**src/rtl/pwmtb_pkg.sv**
```systemverilog
package pwmtb_pkg;
    localparam int ADDR_W  = 4;
    localparam int PSEL_W  = 2;

    localparam logic [ADDR_W-1:0] RA_CTRL      = 4'd0;
    localparam logic [ADDR_W-1:0] RA_CNT_HI    = 4'd1;
    localparam logic [ADDR_W-1:0] RA_CNT_LO    = 4'd2;
    localparam logic [ADDR_W-1:0] RA_MOD_HI    = 4'd3;
    localparam logic [ADDR_W-1:0] RA_MOD_LO    = 4'd4;
    localparam int                RA_DUTY_BASE = 5;

    typedef enum logic [1:0] {
        ST_OFF  = 2'd0,
        ST_RUN  = 2'd1,
        ST_HALT = 2'd2
    } run_state_e;

    typedef struct packed {
        logic [PSEL_W-1:0] psel;
        logic              en;
    } ctrl_t;
endpackage

```
**src/rtl/pwm_regfile.sv**
```systemverilog
module pwm_regfile
    import pwmtb_pkg::*;
#(
    parameter int CNT_W  = 12,
    parameter int NCH    = 2,
    parameter int DATA_W = 8
) (
    input  logic                       clk,
    input  logic                       rst_n,
    input  logic                       wr_en,
    input  logic                       rd_en,
    input  logic [ADDR_W-1:0]          addr,
    input  logic [DATA_W-1:0]          wdata,
    input  logic [CNT_W-1:0]           cnt_i,
    output logic [DATA_W-1:0]          rdata,
    output ctrl_t                      ctrl_o,
    output logic [CNT_W-1:0]           mod_o,
    output logic [NCH-1:0][CNT_W-1:0]  duty_o
);
    localparam int HI_W = CNT_W - DATA_W;

    ctrl_t                      ctrl_q;
    logic [CNT_W-1:0]           mod_q;
    logic [NCH-1:0][CNT_W-1:0]  duty_q;
    logic [DATA_W-1:0]          lat_q;
    logic                       lat_vld_q;
    logic [DATA_W-1:0]          rdata_q;
    logic [DATA_W-1:0]          rd_mux;

    function automatic logic [ADDR_W-1:0] duty_addr(input int ch, input int lo);
        return ADDR_W'(RA_DUTY_BASE + 2 * ch + lo);
    endfunction

    // configuration writes
    always_ff @(posedge clk or negedge rst_n) begin
        if (!rst_n) begin
            ctrl_q <= '0;
            mod_q  <= '0;
            duty_q <= '0;
        end else if (wr_en) begin
            if (addr == RA_CTRL)   ctrl_q <= ctrl_t'(wdata[PSEL_W:0]);
            if (addr == RA_MOD_HI) mod_q[CNT_W-1:DATA_W] <= wdata[HI_W-1:0];
            if (addr == RA_MOD_LO) mod_q[DATA_W-1:0] <= wdata;
            for (int c = 0; c < NCH; c++) begin
                if (addr == duty_addr(c, 0)) duty_q[c][CNT_W-1:DATA_W] <= wdata[HI_W-1:0];
                if (addr == duty_addr(c, 1)) duty_q[c][DATA_W-1:0] <= wdata;
            end
        end
    end

    // low-byte capture on a high-byte read
    always_ff @(posedge clk or negedge rst_n) begin
        if (!rst_n) begin
            lat_q     <= '0;
            lat_vld_q <= 1'b0;
        end else if (rd_en && addr == RA_CNT_HI) begin
            lat_q     <= cnt_i[DATA_W-1:0];
            lat_vld_q <= 1'b1;
        end else if (rd_en && addr == RA_CNT_LO) begin
            lat_vld_q <= 1'b0;
        end
    end

    always_comb begin
        rd_mux = '0;
        if (addr == RA_CTRL)   rd_mux = DATA_W'(ctrl_q);
        if (addr == RA_CNT_HI) rd_mux = DATA_W'(cnt_i[CNT_W-1:DATA_W]);
        if (addr == RA_CNT_LO) rd_mux = lat_vld_q ? lat_q : cnt_i[DATA_W-1:0];
        if (addr == RA_MOD_HI) rd_mux = DATA_W'(mod_q[CNT_W-1:DATA_W]);
        if (addr == RA_MOD_LO) rd_mux = mod_q[DATA_W-1:0];
        for (int c = 0; c < NCH; c++) begin
            if (addr == duty_addr(c, 0)) rd_mux = DATA_W'(duty_q[c][CNT_W-1:DATA_W]);
            if (addr == duty_addr(c, 1)) rd_mux = duty_q[c][DATA_W-1:0];
        end
    end

    always_ff @(posedge clk or negedge rst_n) begin
        if (!rst_n)     rdata_q <= '0;
        else if (rd_en) rdata_q <= rd_mux;
    end

    assign rdata  = rdata_q;
    assign ctrl_o = ctrl_q;
    assign mod_o  = mod_q;
    assign duty_o = duty_q;

    // a pending capture is kept until the next high-byte read
    p_latch_keep_r4: assert property (@(posedge clk) disable iff (!rst_n)
        (lat_vld_q && !(rd_en && addr == RA_CNT_HI)) |=> $stable(lat_q));

    // padding bits of the counter high byte read zero
    p_hi_pad_r2: assert property (@(posedge clk) disable iff (!rst_n)
        (rd_en && addr == RA_CNT_HI) |=> (rdata_q[DATA_W-1:HI_W] == '0));
endmodule

```
**src/rtl/pwm_prescaler.sv**
```systemverilog
module pwm_prescaler
    import pwmtb_pkg::*;
#(
    parameter int SEL_W = PSEL_W
) (
    input  logic             clk,
    input  logic             rst_n,
    input  logic             en_i,
    input  logic             run_i,
    input  logic [SEL_W-1:0] psel_i,
    output logic             tick_o
);
    localparam int PRE_W = (1 << SEL_W) - 1;

    logic [PRE_W-1:0] pre_q;
    logic [PRE_W-1:0] lim;

    always_comb lim = ~({PRE_W{1'b1}} << psel_i);

    always_ff @(posedge clk or negedge rst_n) begin
        if (!rst_n)      pre_q <= '0;
        else if (!en_i)  pre_q <= '0;
        else if (run_i)  pre_q <= (pre_q >= lim) ? '0 : pre_q + 1'b1;
    end

    assign tick_o = run_i && (pre_q >= lim);

    // disabling clears the divider
    p_pre_clear_r7: assert property (@(posedge clk) disable iff (!rst_n)
        !en_i |=> (pre_q == '0));

    // divider stays within its selected range while the selection holds
    p_pre_bound_r3: assert property (@(posedge clk) disable iff (!rst_n)
        (pre_q <= lim) |=> ((pre_q <= lim) || !$stable(psel_i)));
endmodule

```
**src/rtl/pwm_core.sv**
```systemverilog
module pwm_core
    import pwmtb_pkg::*;
#(
    parameter int CNT_W = 12,
    parameter int NCH   = 2
) (
    input  logic                       clk,
    input  logic                       rst_n,
    input  logic                       en_i,
    input  logic                       stop_i,
    input  logic                       tick_i,
    input  logic [CNT_W-1:0]           mod_i,
    input  logic [NCH-1:0][CNT_W-1:0]  duty_i,
    output logic                       run_o,
    output logic [CNT_W-1:0]           cnt_o,
    output logic [NCH-1:0][CNT_W-1:0]  duty_act_o
);
    run_state_e                 st_q;
    run_state_e                 st_d;
    logic [CNT_W-1:0]           cnt_q;
    logic [CNT_W-1:0]           mod_act_q;
    logic [NCH-1:0][CNT_W-1:0]  duty_act_q;
    logic                       wrap;

    // state register
    always_ff @(posedge clk or negedge rst_n) begin
        if (!rst_n) st_q <= ST_OFF;
        else        st_q <= st_d;
    end

    // next state: stop outranks enable
    always_comb begin
        st_d = st_q;
        unique case (st_q)
            ST_OFF: begin
                if (stop_i)    st_d = ST_HALT;   // shelve
                else if (en_i) st_d = ST_RUN;    // arm
            end
            ST_RUN: begin
                if (stop_i)    st_d = ST_HALT;   // freeze
                else if (!en_i) st_d = ST_OFF;   // disarm
            end
            ST_HALT: begin
                if (!stop_i)   st_d = en_i ? ST_RUN : ST_OFF;  // resume / park
            end
            default:           st_d = ST_OFF;
        endcase
    end

    // state outputs
    always_comb begin
        run_o = (st_q == ST_RUN) && en_i && !stop_i;
    end

    assign wrap = (cnt_q >= mod_act_q);

    // period counter with shadow transfer at the wrap
    always_ff @(posedge clk or negedge rst_n) begin
        if (!rst_n) begin
            cnt_q      <= '0;
            mod_act_q  <= '0;
            duty_act_q <= '0;
        end else if (tick_i) begin
            if (wrap) begin
                mod_act_q  <= mod_i;
                duty_act_q <= duty_i;
                cnt_q      <= (mod_i == '0) ? '0 : CNT_W'(1);
            end else begin
                cnt_q <= cnt_q + 1'b1;
            end
        end
    end

    assign cnt_o      = cnt_q;
    assign duty_act_o = duty_act_q;

    // counter never passes the active modulus
    p_cnt_range_r2: assert property (@(posedge clk) disable iff (!rst_n)
        cnt_q <= mod_act_q);

    // zero modulus pins the counter at zero
    p_zero_mod_r10: assert property (@(posedge clk) disable iff (!rst_n)
        (mod_act_q == '0) |-> (cnt_q == '0));

    // disabled counter holds
    p_hold_off_r7: assert property (@(posedge clk) disable iff (!rst_n)
        !en_i |=> $stable(cnt_q));

    // stop freezes the counter and active settings
    p_stop_hold_r8: assert property (@(posedge clk) disable iff (!rst_n)
        stop_i |=> ($stable(cnt_q) && $stable(mod_act_q)));

    // stop always lands in the halt state
    p_stop_state_r8: assert property (@(posedge clk) disable iff (!rst_n)
        stop_i |=> (st_q == ST_HALT));
endmodule

```
**src/rtl/pwm_compare.sv**
```systemverilog
module pwm_compare #(
    parameter int CNT_W = 12,
    parameter int NCH   = 2
) (
    input  logic                       clk,
    input  logic                       rst_n,
    input  logic                       stop_i,
    input  logic [CNT_W-1:0]           cnt_i,
    input  logic [NCH-1:0][CNT_W-1:0]  duty_i,
    output logic [NCH-1:0]             pwm_o
);
    for (genvar c = 0; c < NCH; c++) begin : g_ch
        assign pwm_o[c] = !stop_i && (cnt_i != '0) && (cnt_i <= duty_i[c]);
    end

    // stop forces every output low at once
    p_stop_low_r8: assert property (@(posedge clk) disable iff (!rst_n)
        stop_i |-> (pwm_o == '0));

    // counter at zero keeps outputs low
    p_zero_low_r10: assert property (@(posedge clk) disable iff (!rst_n)
        (cnt_i == '0) |-> (pwm_o == '0));
endmodule

```
**src/rtl/pwm_timebase.sv**
```systemverilog
module pwm_timebase
    import pwmtb_pkg::*;
#(
    parameter int CNT_W  = 12,
    parameter int NCH    = 2,
    parameter int DATA_W = 8
) (
    input  logic              clk,
    input  logic              rst_n,
    input  logic              reg_wr,
    input  logic              reg_rd,
    input  logic [ADDR_W-1:0] reg_addr,
    input  logic [DATA_W-1:0] reg_wdata,
    output logic [DATA_W-1:0] reg_rdata,
    input  logic              stop_req,
    output logic [NCH-1:0]    pwm_out
);
    ctrl_t                      ctrl;
    logic [CNT_W-1:0]           mod_sh;
    logic [NCH-1:0][CNT_W-1:0]  duty_sh;
    logic [NCH-1:0][CNT_W-1:0]  duty_act;
    logic [CNT_W-1:0]           cnt;
    logic                       run;
    logic                       tick;

    pwm_regfile #(.CNT_W(CNT_W), .NCH(NCH), .DATA_W(DATA_W)) u_regs (
        .clk    (clk),
        .rst_n  (rst_n),
        .wr_en  (reg_wr),
        .rd_en  (reg_rd),
        .addr   (reg_addr),
        .wdata  (reg_wdata),
        .cnt_i  (cnt),
        .rdata  (reg_rdata),
        .ctrl_o (ctrl),
        .mod_o  (mod_sh),
        .duty_o (duty_sh)
    );

    pwm_prescaler #(.SEL_W(PSEL_W)) u_pre (
        .clk    (clk),
        .rst_n  (rst_n),
        .en_i   (ctrl.en),
        .run_i  (run),
        .psel_i (ctrl.psel),
        .tick_o (tick)
    );

    pwm_core #(.CNT_W(CNT_W), .NCH(NCH)) u_core (
        .clk        (clk),
        .rst_n      (rst_n),
        .en_i       (ctrl.en),
        .stop_i     (stop_req),
        .tick_i     (tick),
        .mod_i      (mod_sh),
        .duty_i     (duty_sh),
        .run_o      (run),
        .cnt_o      (cnt),
        .duty_act_o (duty_act)
    );

    pwm_compare #(.CNT_W(CNT_W), .NCH(NCH)) u_cmp (
        .clk    (clk),
        .rst_n  (rst_n),
        .stop_i (stop_req),
        .cnt_i  (cnt),
        .duty_i (duty_act),
        .pwm_o  (pwm_out)
    );
endmodule

```
**config.mk**
```make
export PLATFORM = sky130hd
export DESIGN_NAME = pwm_timebase
export DESIGN_NICKNAME = d
export VERILOG_FILES = /design/src/rtl/pwmtb_pkg.sv /design/src/rtl/pwm_regfile.sv /design/src/rtl/pwm_prescaler.sv /design/src/rtl/pwm_core.sv /design/src/rtl/pwm_compare.sv /design/src/rtl/pwm_timebase.sv
export SDC_FILE = /design/constraint.sdc
export NUM_CORES = 1
export LEC_CHECK = 0
export ABC_AREA = 0
export ABC_CLOCK_PERIOD_IN_PS = 7100
export BUFFER_PORTS_ARGS = -buffer_cell sky130_fd_sc_hd__buf_4
export CELL_PAD_IN_SITES_DETAIL_PLACEMENT = 1
export CELL_PAD_IN_SITES_GLOBAL_PLACEMENT = 2
export CORE_MARGIN = 1
export CORE_UTILIZATION = 45
export DETAILED_ROUTE_END_ITERATION = 12
export PLACE_DENSITY_LB_ADDON = 0.1
export SLEW_MARGIN = 10
export SYNTH_ARGS = -nofsm -noshare
export SYNTH_HDL_FRONTEND = slang
export SYNTH_SLANG_ARGS = --single-unit
```
**constraint.sdc**
```tcl
create_clock -name clk -period 7.1 [get_ports clk]
set_input_delay 1.42 -clock clk [delete_from_list [all_inputs] [get_ports clk]]
set_output_delay 1.42 -clock clk [all_outputs]
set_load 0.05 [all_outputs]
```
; Word level (Yosys, flattened, before mapping)
; Index checks and enable logic that the tools add are counted.
[totals]
regBits = 109
inputBits = 17
out_inout_bits = 10
elab_cells = 86
[op_classes]
addsub = 2
order_cmp = 4
n_eq_ne = 14
n_shift = 1
muxes = 24
bitwise = 1
reduce_logical = 23
[op_table]
columns = cell, n
row1 = $mux W8, 8
row2 = $le A12 B12 Y1, 2
row3 = $eq A4 B3 Y1 const B, 4
row4 = $reduce_and A2 Y1, 8
row5 = $add A12 B1 Y12 const B, 1
row6 = $ge A12 B12 Y1, 1
row7 = $logic_not A12 Y1, 1
row8 = $mux W12, 1
row9 = $mux W3, 4
row10 = $reduce_bool A12 Y1, 1
row11 = $mux W2, 5
row12 = $eq A4 B2 Y1 const B, 2
row13 = $logic_and A1 B1 Y1, 8
row14 = $ne A3 B3 Y1 const B, 2
row15 = $pmux W2 S3, 1
row16 = $eq A4 B1 Y1 const B, 1
row17 = $eq A4 B4 Y1 const B, 1
row18 = $logic_not A4 Y1, 1
row19 = $mux W1, 4
row20 = $mux W4, 1
row21 = $add A3 B1 Y3 const B, 1
row22 = $ge A3 B3 Y1, 1
row23 = $not A3 Y3, 1
row24 = $reduce_and A3 Y1, 1
row25 = other kinds (8), 8

; Longest topological paths before layout
[logic_depth]
ltp_word = 10
ltp_mapped = 10
mapped_depth_nobuf = 7

; Modules after synthesis
; A second synthesis with hierarchy kept.
[hier_totals]
cells_unflattened = 716
hier_area_um2 = 6912.9
[by_module_without_submodules]
columns = module, n_inst, cells_per_inst, area_per_inst_um2
row1 = pwm_core, 1, 364, 3173.0
row2 = pwm_regfile, 1, 236, 2810.2
row3 = pwm_compare, 1, 89, 673.1
row4 = pwm_prescaler, 1, 27, 256.5

; Least setup slack after synthesis
; Ideal clock, no wire load.
[synth_timing]
path_type = input -> output
start = in stop_req
end = out pwm_out[0]
arrival_ns = 2.396
slack_ns = 3.284
cell_stages = 2
path_buffers = 0
cell_sequence = a31o_2 a21oi_1
[synth_between]
elab_chain_len = 3
[synth_rtl]
columns = element, line_no
row1 = "start, declared", pwm_timebase.sv:15  ; input logic stop_req,
row2 = $logic_not A1 Y1, pwm_compare.sv:13  ; assign pwm_o[c] = !stop_i && (cnt_i != '0) && (cnt_i <= duty_i[c]);
row3 = $logic_and A1 B1 Y1 (2 in a row), pwm_compare.sv:13
row4 = "end, declared", pwm_timebase.sv:16  ; output logic [NCH-1:0] pwm_out
; Every way passes these cells.

; Worst setup path after layout
[layout_timing]
start = reg u_core.cnt_q[4] (netlist: u_core.cnt_o[4])
end = out pwm_out[1]
[layout_between]
elab_chain_len = 3
word_cells_on_any_way = 4
classes_between = 1 x order compare / 3 x reduce/logical
[layout_rtl]
columns = element, line_no
row1 = "start, declared", pwm_core.sv:20  ; logic [CNT_W-1:0] cnt_q;
row2 = "start signal, assigned", pwm_core.sv:67  ; cnt_q <= (mod_i == '0) ? '0 : CNT_W'(1);
row3 = "start signal, assigned", pwm_core.sv:69  ; cnt_q <= cnt_q + 1'b1;
row4 = branches (longest 2 deep; another with $le A12 B12 Y1), -
row5 = $logic_and A1 B1 Y1 (*), pwm_compare.sv:13
; Every way passes the cells marked *.

==> results_dict.tcl <==
set metrics [dict create \
    antenna_found_initial 0 \
    p_leak_nw 2.998 \
    clock-sinks 109 \
    start_util_pct 46.40 \
    report.final.slew_viol_count 0 \
    fillers 1427 \
    core_area_um2 13300 \
    port_buffers 26 \
    synth_ff_type "dfrtp_1" \
    critical_path_class "flop to output port" \
    fin_util_pct 50.71 \
    endpoint_kind "output port" \
    gp_congestion 0.8124 \
    p_per_area_nw_per_um2 282.7 \
    maxCapViolCount 0 \
    fin_setup_tns_ns 0 \
    nNetsFinal 625 \
    whs_ns 0.4922 \
    critPathMaxFanout 14 \
    relSlewSlack_pct 35.79 \
    detail-route-antenna-nets 0 \
    avgSynthCellArea_um2 11.19 \
    cts_tree "yes" \
    hold_buffers 0 \
    io_pins 27 \
    synth_cell_types 61 \
    postSynthCellCount 551 \
    clkTransAtPathRegs_ns 0.08 \
    grt_pass1_vias 4794 \
    yosysWarnings 0 \
    critPathRequiredTime_ns 5.68 \
    synthArstFlopShare_pct 100.0 \
    areaGrowthSynthToFinish_pct 9.290 \
    die_area_um2 14180 \
    die_y_um 119.1 \
    arrival_ns 2.50 \
    synth_edf_count 0 \
    clockRootBuffer "clkbuf_16" \
    wl_mm 16.45 \
    clk_latency_ns 0.36 \
    rows 42 \
    outcome "finished, final reports clean" \
    grt_pass1_wl_mm 26.90 \
    tightest_slew_ns 0.9596 \
    ir_worst_vdd_uv 166.8 \
    syn_area_um2 6168 \
    cts_max_level 3 \
    hold_viol_final 0 \
    firstDrtPassIters 4 \
    cts_resized 0 \
    via_count 4390 \
    max_freq_mhz 254.9 \
    post_cts_buffers 0 \
    diodes 0 \
    fin_crit_ns 3.923 \
    cts_buffer_depth 2 \
    vias_per_cell 5.877 \
    numCtsBuffers 9 \
    start_kind "flop" \
    finalSetupViolCount 0 \
    finalCritPeriodShare_pct 55.25 \
    grt_usage_pct 24.96 \
    dpl.hpwl_mm 12.25 \
    ys_seq_area_share_pct 44.22 \
    grt_max_degree 75 \
    drc 0 \
    grt_overflow 0 \
    ys_ff_latch 109 \
    drt-initial-drc-count 188 \
    fin_skew_ns 0.01166 \
    post_drt_wl_per_cell_um 22.02 \
    min_path_type "flop to flop" \
    final_layout_size_suffix_gt1_share_pct 24.34 \
    rsz0062_at_grt "false" \
    synth_fp_nets 610 \
    die_width_um 119.1 \
]
## worst max-delay path, stage by stage (launching register included)
cell	delay [ns]
dfrtp_1	0.59
ha_1	0.38
nand4_1	0.18
or4_1	0.52
a21oi_1	0.23
buf_4	0.24
## cell usage after synthesis, types with 2 or more instances
library cell / n / area (µm²)
inv_1: 42 / 157.7
o22ai_1: 4 / 25.02
nand3_1: 13 / 65.06
a211oi_1: 7 / 52.55
and2_1: 4 / 25.02
nor4_1: 4 / 25.02
nand2b_1: 6 / 37.54
clkbuf_1: 14 / 52.55
a221oi_1: 5 / 43.79
nand3b_1: 3 / 22.52
mux2_4: 30 / 450.4
nand4_1: 8 / 50.05
a22oi_1: 5 / 37.54
o2bb2ai_1: 2 / 17.52
dfrtp_1: 109 / 2728
a21o_1: 4 / 30.03
buf_12: 3 / 60.06
mux2_2: 56 / 630.6
nor3_1: 7 / 35.03
or4_1: 3 / 22.52
mux2i_1: 4 / 40.04
nor2b_1: 8 / 50.05
and3_1: 4 / 25.02
a21oi_1: 24 / 120.1
buf_2: 5 / 25.02
a22o_1: 7 / 61.31
o211ai_1: 3 / 22.52
nor2_1: 28 / 105.1
nor4b_1: 3 / 26.28
o31ai_1: 3 / 22.52
o31a_1: 2 / 17.52
ha_1: 42 / 525.5
o21ai_0: 22 / 110.1
nand2_1: 36 / 135.1
o21a_1: 3 / 22.52
a31oi_1: 2 / 12.51
buf_6: 2 / 22.52
## layout by cell type (no fill, tap or decap), types with 2 or more instances in the layout
cell type,synthesis,layout
nand3b_1,3,3
o21ai_0,22,22
mux2_4,30,30
ha_1,42,42
nand2_1,36,36
mux2_2,56,56
o31a_1,2,2
nand3_1,13,13
or4_1,3,3
nor3_1,7,7
a211oi_1,7,7
clkinv_8,0,2
a21oi_1,24,24
buf_4,0,28
a21o_1,4,4
inv_1,42,42
a221oi_1,5,5
o211ai_1,3,3
o31ai_1,3,3
inv_6,0,2
nand4_1,8,8
mux2i_1,4,4
dfrtp_1,109,109
o2bb2ai_1,2,2
nor4b_1,3,3
a22oi_1,5,5
nor4_1,4,4
a22o_1,7,7
clkbuf_16,0,9
nand2b_1,6,6
o21a_1,3,3
nor2b_1,8,8
a31oi_1,2,2
and2_1,4,4
and3_1,4,4
o22ai_1,4,4
nor2_1,28,28
## final timing paths
path / startpoint / to / slack, ns / depth (start not counted)
worst min-delay path: u_core.st_q[0] / u_core.st_q[0] / 0.49 / 1
max in group asynchronous: rst_n / u_core.mod_act_q[5] / 4.74 / 2
worst min register to register: u_core.st_q[0] / u_core.st_q[0] / 0.49 / 1
worst max register to register: u_regs.ctrl_o[1] / u_core.duty_act_o[19] / 4.08 / 8
worst max-delay path: u_core.cnt_o[4] / pwm_out[1] / 3.18 / 5
min in group asynchronous: rst_n / u_core.st_q[1] / 1.02 / 1
## per-layer routing
layer	vias to the layer above	part of all wire, %	track usage (%)
met5	-	0	0
met4	0	0.77	4.430
met3	10	2.2	4.262
met2	58	48	40.63
met1	2288	49	35.17
li1	2034	-	-
## registers in the layout, indices dropped and copies added, names as in the netlist
register	count
u_core.cnt_o	12
u_core.duty_act_o	24
u_core.mod_act_q	12
u_core.st_q	2
u_pre.pre_q	3
u_regs.ctrl_o	3
u_regs.duty_o	24
u_regs.lat_q	8
u_regs.lat_vld_q	1
u_regs.mod_o	12
u_regs.rdata	8
## area by class of cell
| class | instances | area [µm²] | share of cell area (%) |
|---|---|---|---|
| multi-input cells | 376 | 3123 | 46.33 |
| flip-flops and latches | 109 | 2728 | 40.46 |
| clock buffers | 9 | 225.2 | 3.341 |
| well taps | 176 | 220.2 | 3.267 |
| repair buffers | 28 | 210.2 | 3.118 |
| inverters | 42 | 157.7 | 2.339 |
| clock inverters | 7 | 77.57 | 1.151 |
## cells by family (layout without fill, tap and decap cells)
family                     Yosys count  count (layout)  synth area share, %
AOI/OAI and AO/OA                  109             109                12.35
adders and majority gates           42              42                8.519
buffers and inverters               66              86                5.152
DFF                                109             109                44.22
muxes                               91              91                18.54
and+or+nand+nor                    134             134                11.22
## per-stage QoR
step	worst slack [ns]	instances	instance area, µm²	power [mW]
3_3_place_gp	3.490	731	6439	1.375
6_report	3.177	747	6741	1.906
3_5_place_dp	3.468	731	6439	1.407
5_1_grt	3.044	747	6741	2.011
2_1_floorplan	3.284	551	6168	1.205
4_1_cts	3.169	747	6741	1.924
## where the power goes
part | switching [mW] | internal, mW | total [mW]
combinational | 0.286 | 0.254 | 0.540
sequential | 0.127 | 0.727 | 0.854
clock | 0.262 | 0.250 | 0.512
Note: power is estimated with default switching activity, not from simulation.
